$ cat config.mk
export PLATFORM = sky130hd
export DESIGN_NAME = counter_group
export DESIGN_NICKNAME = d
export VERILOG_FILES = /design/src/rtl/cg_pkg.sv /design/src/rtl/cg_gate_sync.sv /design/src/rtl/cg_down_counter.sv /design/src/rtl/cg_compare.sv /design/src/rtl/counter_group.sv
export SDC_FILE = /design/constraint.sdc
export NUM_CORES = 1
export LEC_CHECK = 0
export ABC_AREA = 1
export BUFFER_PORTS_ARGS = -buffer_cell sky130_fd_sc_hd__buf_2
export CAP_MARGIN = 20
export CORE_UTILIZATION = 54
export DETAILED_ROUTE_END_ITERATION = 12
export PLACE_DENSITY = 0.82
export SETUP_SLACK_MARGIN = 0.5
export SKIP_CTS_REPAIR_TIMING = 1
export SYNTH_ARGS = -nofsm -noshare
export SYNTH_HDL_FRONTEND = slang
export SYNTH_SLANG_ARGS = --single-unit
$ cat constraint.sdc
create_clock -name clk -period 2.2 [get_ports clk]
set_clock_uncertainty 0.1 [all_clocks]
set_input_delay 0.11 -clock clk [delete_from_list [all_inputs] [get_ports clk]]
set_output_delay 0.11 -clock clk [all_outputs]
set_load 0.01 [all_outputs]
$ cat src/rtl/cg_pkg.sv
package cg_pkg;
  typedef enum logic [1:0] {
    SEL_RELOAD  = 2'd0,
    SEL_CAPTURE = 2'd1,
    SEL_MODE    = 2'd2,
    SEL_COMPARE = 2'd3
  } cg_sel_e;

  localparam int MODE_CAP_EN = 0;
  localparam int MODE_FALL   = 1;
endpackage

$ cat src/rtl/cg_gate_sync.sv
module cg_gate_sync #(
  parameter int STAGES = 2
) (
  input  logic clk,
  input  logic rst,
  input  logic gate_i,
  input  logic fall_sel_i,
  output logic edge_o
);
  localparam int TOTAL = STAGES + 1;
  logic [TOTAL-1:0] pipe_q;
  logic             cur, prev;

  always_ff @(posedge clk) begin
    if (rst) pipe_q <= '0;
    else     pipe_q <= {pipe_q[TOTAL-2:0], gate_i};
  end

  assign cur    = pipe_q[STAGES-1];
  assign prev   = pipe_q[STAGES];
  assign edge_o = fall_sel_i ? (prev & ~cur) : (cur & ~prev);

  // an edge indication never lasts two cycles in a row
  p_edge_single_r6: assert property (@(posedge clk) disable iff (rst)
    edge_o |=> !edge_o);
endmodule

$ cat src/rtl/cg_down_counter.sv
module cg_down_counter #(
  parameter int W = 16
) (
  input  logic         clk,
  input  logic         rst,
  input  logic         tick_i,
  input  logic         restart_i,
  input  logic [W-1:0] restart_val_i,
  input  logic [W-1:0] reload_i,
  output logic [W-1:0] cnt_o,
  output logic         tc_o
);
  localparam logic [W-1:0] ONE = W'(1);
  logic [W-1:0] cnt_q;
  logic         at_tc;

  assign at_tc = tick_i && (cnt_q == ONE) && !restart_i;

  always_ff @(posedge clk) begin
    if (rst) begin
      cnt_q <= '0;
      tc_o  <= 1'b0;
    end else begin
      tc_o <= at_tc;
      if (restart_i)   cnt_q <= restart_val_i;
      else if (at_tc)  cnt_q <= reload_i;
      else if (tick_i) cnt_q <= cnt_q - ONE;
    end
  end

  assign cnt_o = cnt_q;

  p_reload_r4: assert property (@(posedge clk) disable iff (rst)
    (tick_i && !restart_i && cnt_q == ONE) |=> (cnt_q == $past(reload_i) && tc_o));
  p_wrap_r3: assert property (@(posedge clk) disable iff (rst)
    (tick_i && !restart_i && cnt_q == '0) |=> (cnt_q == '1));
  p_idle_r5: assert property (@(posedge clk) disable iff (rst)
    (!tick_i && !restart_i) |=> $stable(cnt_q));
  p_restart_r2: assert property (@(posedge clk) disable iff (rst)
    restart_i |=> (cnt_q == $past(restart_val_i)));
endmodule

$ cat src/rtl/cg_compare.sv
module cg_compare #(
  parameter int W         = 16,
  parameter bit HAS_ALARM = 1'b1
) (
  input  logic         clk,
  input  logic         rst,
  input  logic         wr_i,
  input  logic [W-1:0] wr_data_i,
  input  logic         en_i,
  input  logic [W-1:0] cnt_i,
  output logic [W-1:0] value_o,
  output logic         match_o
);
  generate
    if (HAS_ALARM) begin : g_cmp
      logic [W-1:0] cmp_q;
      always_ff @(posedge clk) begin
        if (rst) begin
          cmp_q   <= '0;
          match_o <= 1'b0;
        end else begin
          match_o <= en_i && (cnt_i == cmp_q);
          if (wr_i) cmp_q <= wr_data_i;
        end
      end
      assign value_o = cmp_q;

      p_enable_r8: assert property (@(posedge clk) disable iff (rst)
        !en_i |=> !match_o);
    end else begin : g_nocmp
      logic unused;
      assign unused  = ^{wr_i, wr_data_i, en_i, cnt_i, clk, rst};
      assign value_o = '0;
      assign match_o = 1'b0;
    end
  endgenerate
endmodule

$ cat src/rtl/counter_group.sv
module counter_group
  import cg_pkg::*;
#(
  parameter int W           = 16,
  parameter bit HAS_ALARM   = 1'b1,
  parameter int SYNC_STAGES = 2
) (
  input  logic         clk,
  input  logic         rst,
  input  logic         tick_i,
  input  logic         gate_i,
  input  logic         cmp_en_i,
  input  logic         wr_en_i,
  input  logic [1:0]   wr_sel_i,
  input  logic [W-1:0] wr_data_i,
  input  logic [1:0]   rd_sel_i,
  output logic [W-1:0] rd_data_o,
  output logic         tc_o,
  output logic         alarm_o,
  output logic         cap_evt_o
);
  cg_sel_e      wsel, rsel;
  logic [W-1:0] reload_q, hold_q, mode_q, cmp_val, cnt;
  logic         gate_edge, capture;
  logic         wr_reload, wr_hold, wr_mode, wr_cmp;

  assign wsel      = cg_sel_e'(wr_sel_i);
  assign rsel      = cg_sel_e'(rd_sel_i);
  assign wr_reload = wr_en_i && wsel == SEL_RELOAD;
  assign wr_hold   = wr_en_i && wsel == SEL_CAPTURE;
  assign wr_mode   = wr_en_i && wsel == SEL_MODE;
  assign wr_cmp    = wr_en_i && wsel == SEL_COMPARE;

  cg_gate_sync #(.STAGES(SYNC_STAGES)) u_sync (
    .clk(clk), .rst(rst), .gate_i(gate_i),
    .fall_sel_i(mode_q[MODE_FALL]), .edge_o(gate_edge));

  assign capture = gate_edge && mode_q[MODE_CAP_EN];

  cg_down_counter #(.W(W)) u_cnt (
    .clk(clk), .rst(rst), .tick_i(tick_i),
    .restart_i(wr_reload), .restart_val_i(wr_data_i),
    .reload_i(reload_q), .cnt_o(cnt), .tc_o(tc_o));

  cg_compare #(.W(W), .HAS_ALARM(HAS_ALARM)) u_cmp (
    .clk(clk), .rst(rst), .wr_i(wr_cmp), .wr_data_i(wr_data_i),
    .en_i(cmp_en_i), .cnt_i(cnt), .value_o(cmp_val), .match_o(alarm_o));

  always_ff @(posedge clk) begin
    if (rst) begin
      reload_q  <= '0;
      hold_q    <= '0;
      mode_q    <= '0;
      cap_evt_o <= 1'b0;
      rd_data_o <= '0;
    end else begin
      cap_evt_o <= capture;
      if (wr_reload) reload_q <= wr_data_i;
      if (wr_mode)   mode_q   <= wr_data_i;
      if (capture)      hold_q <= cnt;
      else if (wr_hold) hold_q <= wr_data_i;
      unique case (rsel)
        SEL_RELOAD:  rd_data_o <= reload_q;
        SEL_CAPTURE: rd_data_o <= hold_q;
        SEL_MODE:    rd_data_o <= mode_q;
        default:     rd_data_o <= cmp_val;
      endcase
    end
  end

  // the capture event reports the counter value sampled at capture
  p_capture_value_r6: assert property (@(posedge clk) disable iff (rst)
    cap_evt_o |-> (hold_q == $past(cnt)));
  p_capture_wins_r10: assert property (@(posedge clk) disable iff (rst)
    (capture && wr_hold) |=> (hold_q == $past(cnt)));
  p_no_capture_r7: assert property (@(posedge clk) disable iff (rst)
    !mode_q[MODE_CAP_EN] |=> !cap_evt_o);
endmodule

==> metrics.txt <==
post-synth design cell area=0.00488 mm^2; initial core utilization=56.0%; status=completed; total instance count after detailed placement=851; setup repair after global routing missed its margin=false; signal arrival time at the worst endpoint=1.79 ns; GRT Total Usage=30.9%; io pins=45; library cells used by synthesis=31; sequential fraction of the synthesis area=41.8%; Detail Route Antenna Nets=0; sort of element at the end of the critical path=register; horizontal extent of the die=97.1 um; final period utilization=73.4%; clk slew on worst S/H paths=0.10 ns; Final Routed Wirelength=14.5 mm; insertion delay to the later sink of the worst-skew pair=0.37 ns; required time worst endpoint=2.38 ns; flops & latches, synth=102; maximum vdd drop=0.000476 V; fraction of layout cells with a size suffix above 1=14.2%; wire length of the first global-routing pass=23.5 mm; cell repeated most along the worst path=nand2_1; vias in the first global route=4849; total via count in the routed design=5200; final weighted congestion of routability-driven global placement=0.957; final-report setup violation count=0; number of H-tree levels=3; floorplan die height=97.1 um; Lkg Pwr=2.55 nW; drt pass-1 iters=5; launching element type of the critical path=register; met1 wire length=6.21 mm; number of antenna diodes=0; Final Slew Violations=0; average routed wire per standard cell=16.3 um; Setup TNS=0 ns; initial antenna violation count=0; per-cell via count in the routed design=5.85; total of buffers placed on input and output ports=44; Nets=804; number of clock sinks=102; delay of the slowest cell on the worst path=0.39 ns; WL met2=6.56 mm; CP Class=reg2reg; area growth from synthesis to layout=17.4%; achievable clock frequency=0.620 GHz; relative max-transition margin=53.2%; DRC violation count after routing=0; actual transition at the worst max-transition pin=0.701 ns; power density over cell area=755 mW/mm^2; maximum number of pins on one net before global-route repair=66; post-route minimum period=1.61 ns; floorplan row count=34; class of the tightest hold or removal check=in2reg; die area=0.00943 mm^2; clock tree from TritonCTS=yes; Max Root-Sink Buffers=2; area of the core=0.00872 mm^2; initial detailed-routing violation count=500; final cell count without fillers=889; Synth warnings=0; Post-DP HPWL=9.79 mm; sum of met3 wire segment lengths after detailed routing=1.35 mm; count of endpoints failing hold in the final timing report=0; total CTS buffers=9; cell-by-cell listing of the critical path=inv_2, ha_2, nand2_1, o21ai_0, a21oi_1, nand2_1, nand2_1, o21bai_1, inv_1; net count of the mapped netlist=748; synthesized instance count=720; library cell contributing the largest single delay on the critical path=dfxtp_4; cell chosen for the clock root=clkbuf_8; topmost layer with routed signal wires=met4; largest fanout on the critical path=7; total congestion overflow=0; Avg Inst Size Synth=6.78 um^2; count of maximum capacitance violations=0
## stage by stage
| stage | utilization (%) | worst slack (ns) | total power, mW | area [um^2] | hold slack [ns] |
|---|---|---|---|---|---|
| floorplan | - | 0.584 | 2.64 | 4880 | 0.117 |
| global placement | 59.7 | 0.366 | 2.86 | 5210 | 0.211 |
| detailed placement | 59.7 | 0.281 | 2.88 | 5210 | 0.224 |
| CTS | 62.4 | 0.248 | 4.22 | 5440 | -0.176 |
| global route | 65.8 | 0.476 | 4.53 | 5740 | 0.0559 |
| finish | 65.8 | 0.586 | 4.33 | 5740 | 0.0359 |
## cell usage in the layout (no fill, tap or decap), types with 10 or more instances in the layout
cell type	netlist	routed
a21oi_1	69	69
buf_2	7	44
buf_4	1	15
clkbuf_8	0	10
dfxtp_1	102	98
dlygate4sd3_1	0	17
inv_1	80	77
nand2_1	179	177
nand3_1	42	41
nand3b_1	12	12
nor2_1	61	56
o2111ai_1	15	15
o21ai_0	76	76
o21ai_1	11	11
## final timing paths
path	slack (ns)	depth (start not counted)	start	end
hold reg to reg	0.32	2	u_sync.pipe_q[0]	u_sync.pipe_q[1]
hold / removal	0.04	4	wr_sel_i[0]	reload_q[0]
setup reg to reg	0.59	9	u_cnt.cnt_o[0]	u_cnt.cnt_o[4]
setup / recovery	0.59	9	u_cnt.cnt_o[0]	u_cnt.cnt_o[4]
## Yosys cell counts, drive strengths merged
cell | instances | area share, %
clkbuf | 25 | 1.9
nand3 | 44 | 4.7
ha | 2 | 0.51
nand4 | 2 | 0.26
xor2 | 4 | 0.72
o21ai | 87 | 8.9
o22ai | 4 | 0.51
o211ai | 3 | 0.46
nand2 | 182 | 14
o21bai | 1 | 0.15
nor2 | 66 | 5.5
a31oi | 1 | 0.13
clkinv | 1 | 0.077
a21oi | 69 | 7.1
nor3 | 5 | 0.61
nand3b | 12 | 1.8
dfxtp | 102 | 42
nor4 | 1 | 0.13
inv | 84 | 6.5
buf | 8 | 0.87
a221oi | 2 | 0.36
o2111ai | 15 | 2.7
## per-layer routing
layer / vias up / global-route usage, %
met4: 0 / 15.3
li1: 2475 / -
met3: 36 / 4.32
met2: 301 / 46.8
met1: 2388 / 43.3
met5: - / 0
## registers in the layout, indices dropped and copies added, names as in the netlist
register and flops:
hold_q 16, mode_q 16, rd_data_o 16, reload_q 16
u_cmp.value_o 16, u_cnt.cnt_o 16, u_sync.pipe_q 3, cap_evt_o 1
u_cmp.match_o 1, u_cnt.tc_o 1
## logic make-up (layout without fill, tap and decap cells)
kind of cell               Yosys count  count (layout)  synth area share [%]
DFF                                102             102                  41.8
adders and majority gates            2               2                 0.512
AOI/OAI and AO/OA                  182             182                  20.3
and+or+nand+nor                    312             312                  27.3
buffers and inverters              118             179                  9.33
xor gates and xnor gates             4               4                 0.717
## where the power goes
part | switching, mW | internal (mW)
clock | 0.683 | 0.681
combinational | 0.596 | 0.324
sequential | 0.0962 | 1.95
## critical path, delay by kind of cell, from the launching register on
family	cells	cell delay, ns
flip-flops	1	0.39
AO/OA/AOI/OAI	3	0.41
adder cells (fa/ha/maj)	1	0.21
buffers and inverters	2	0.15
AND/OR/NAND/NOR	3	0.26
## cell type report
class	instances	area, um^2
Inverter	85	322
Timing Repair Buffer	78	534
Fill cell	741	2990
Clock buffer	10	138
Sequential cell	102	2050
Tap cell	108	135
Clock inverter	6	91.3
Multi-Input combinational cell	500	2470
Power figures use the tool's default switching activity.
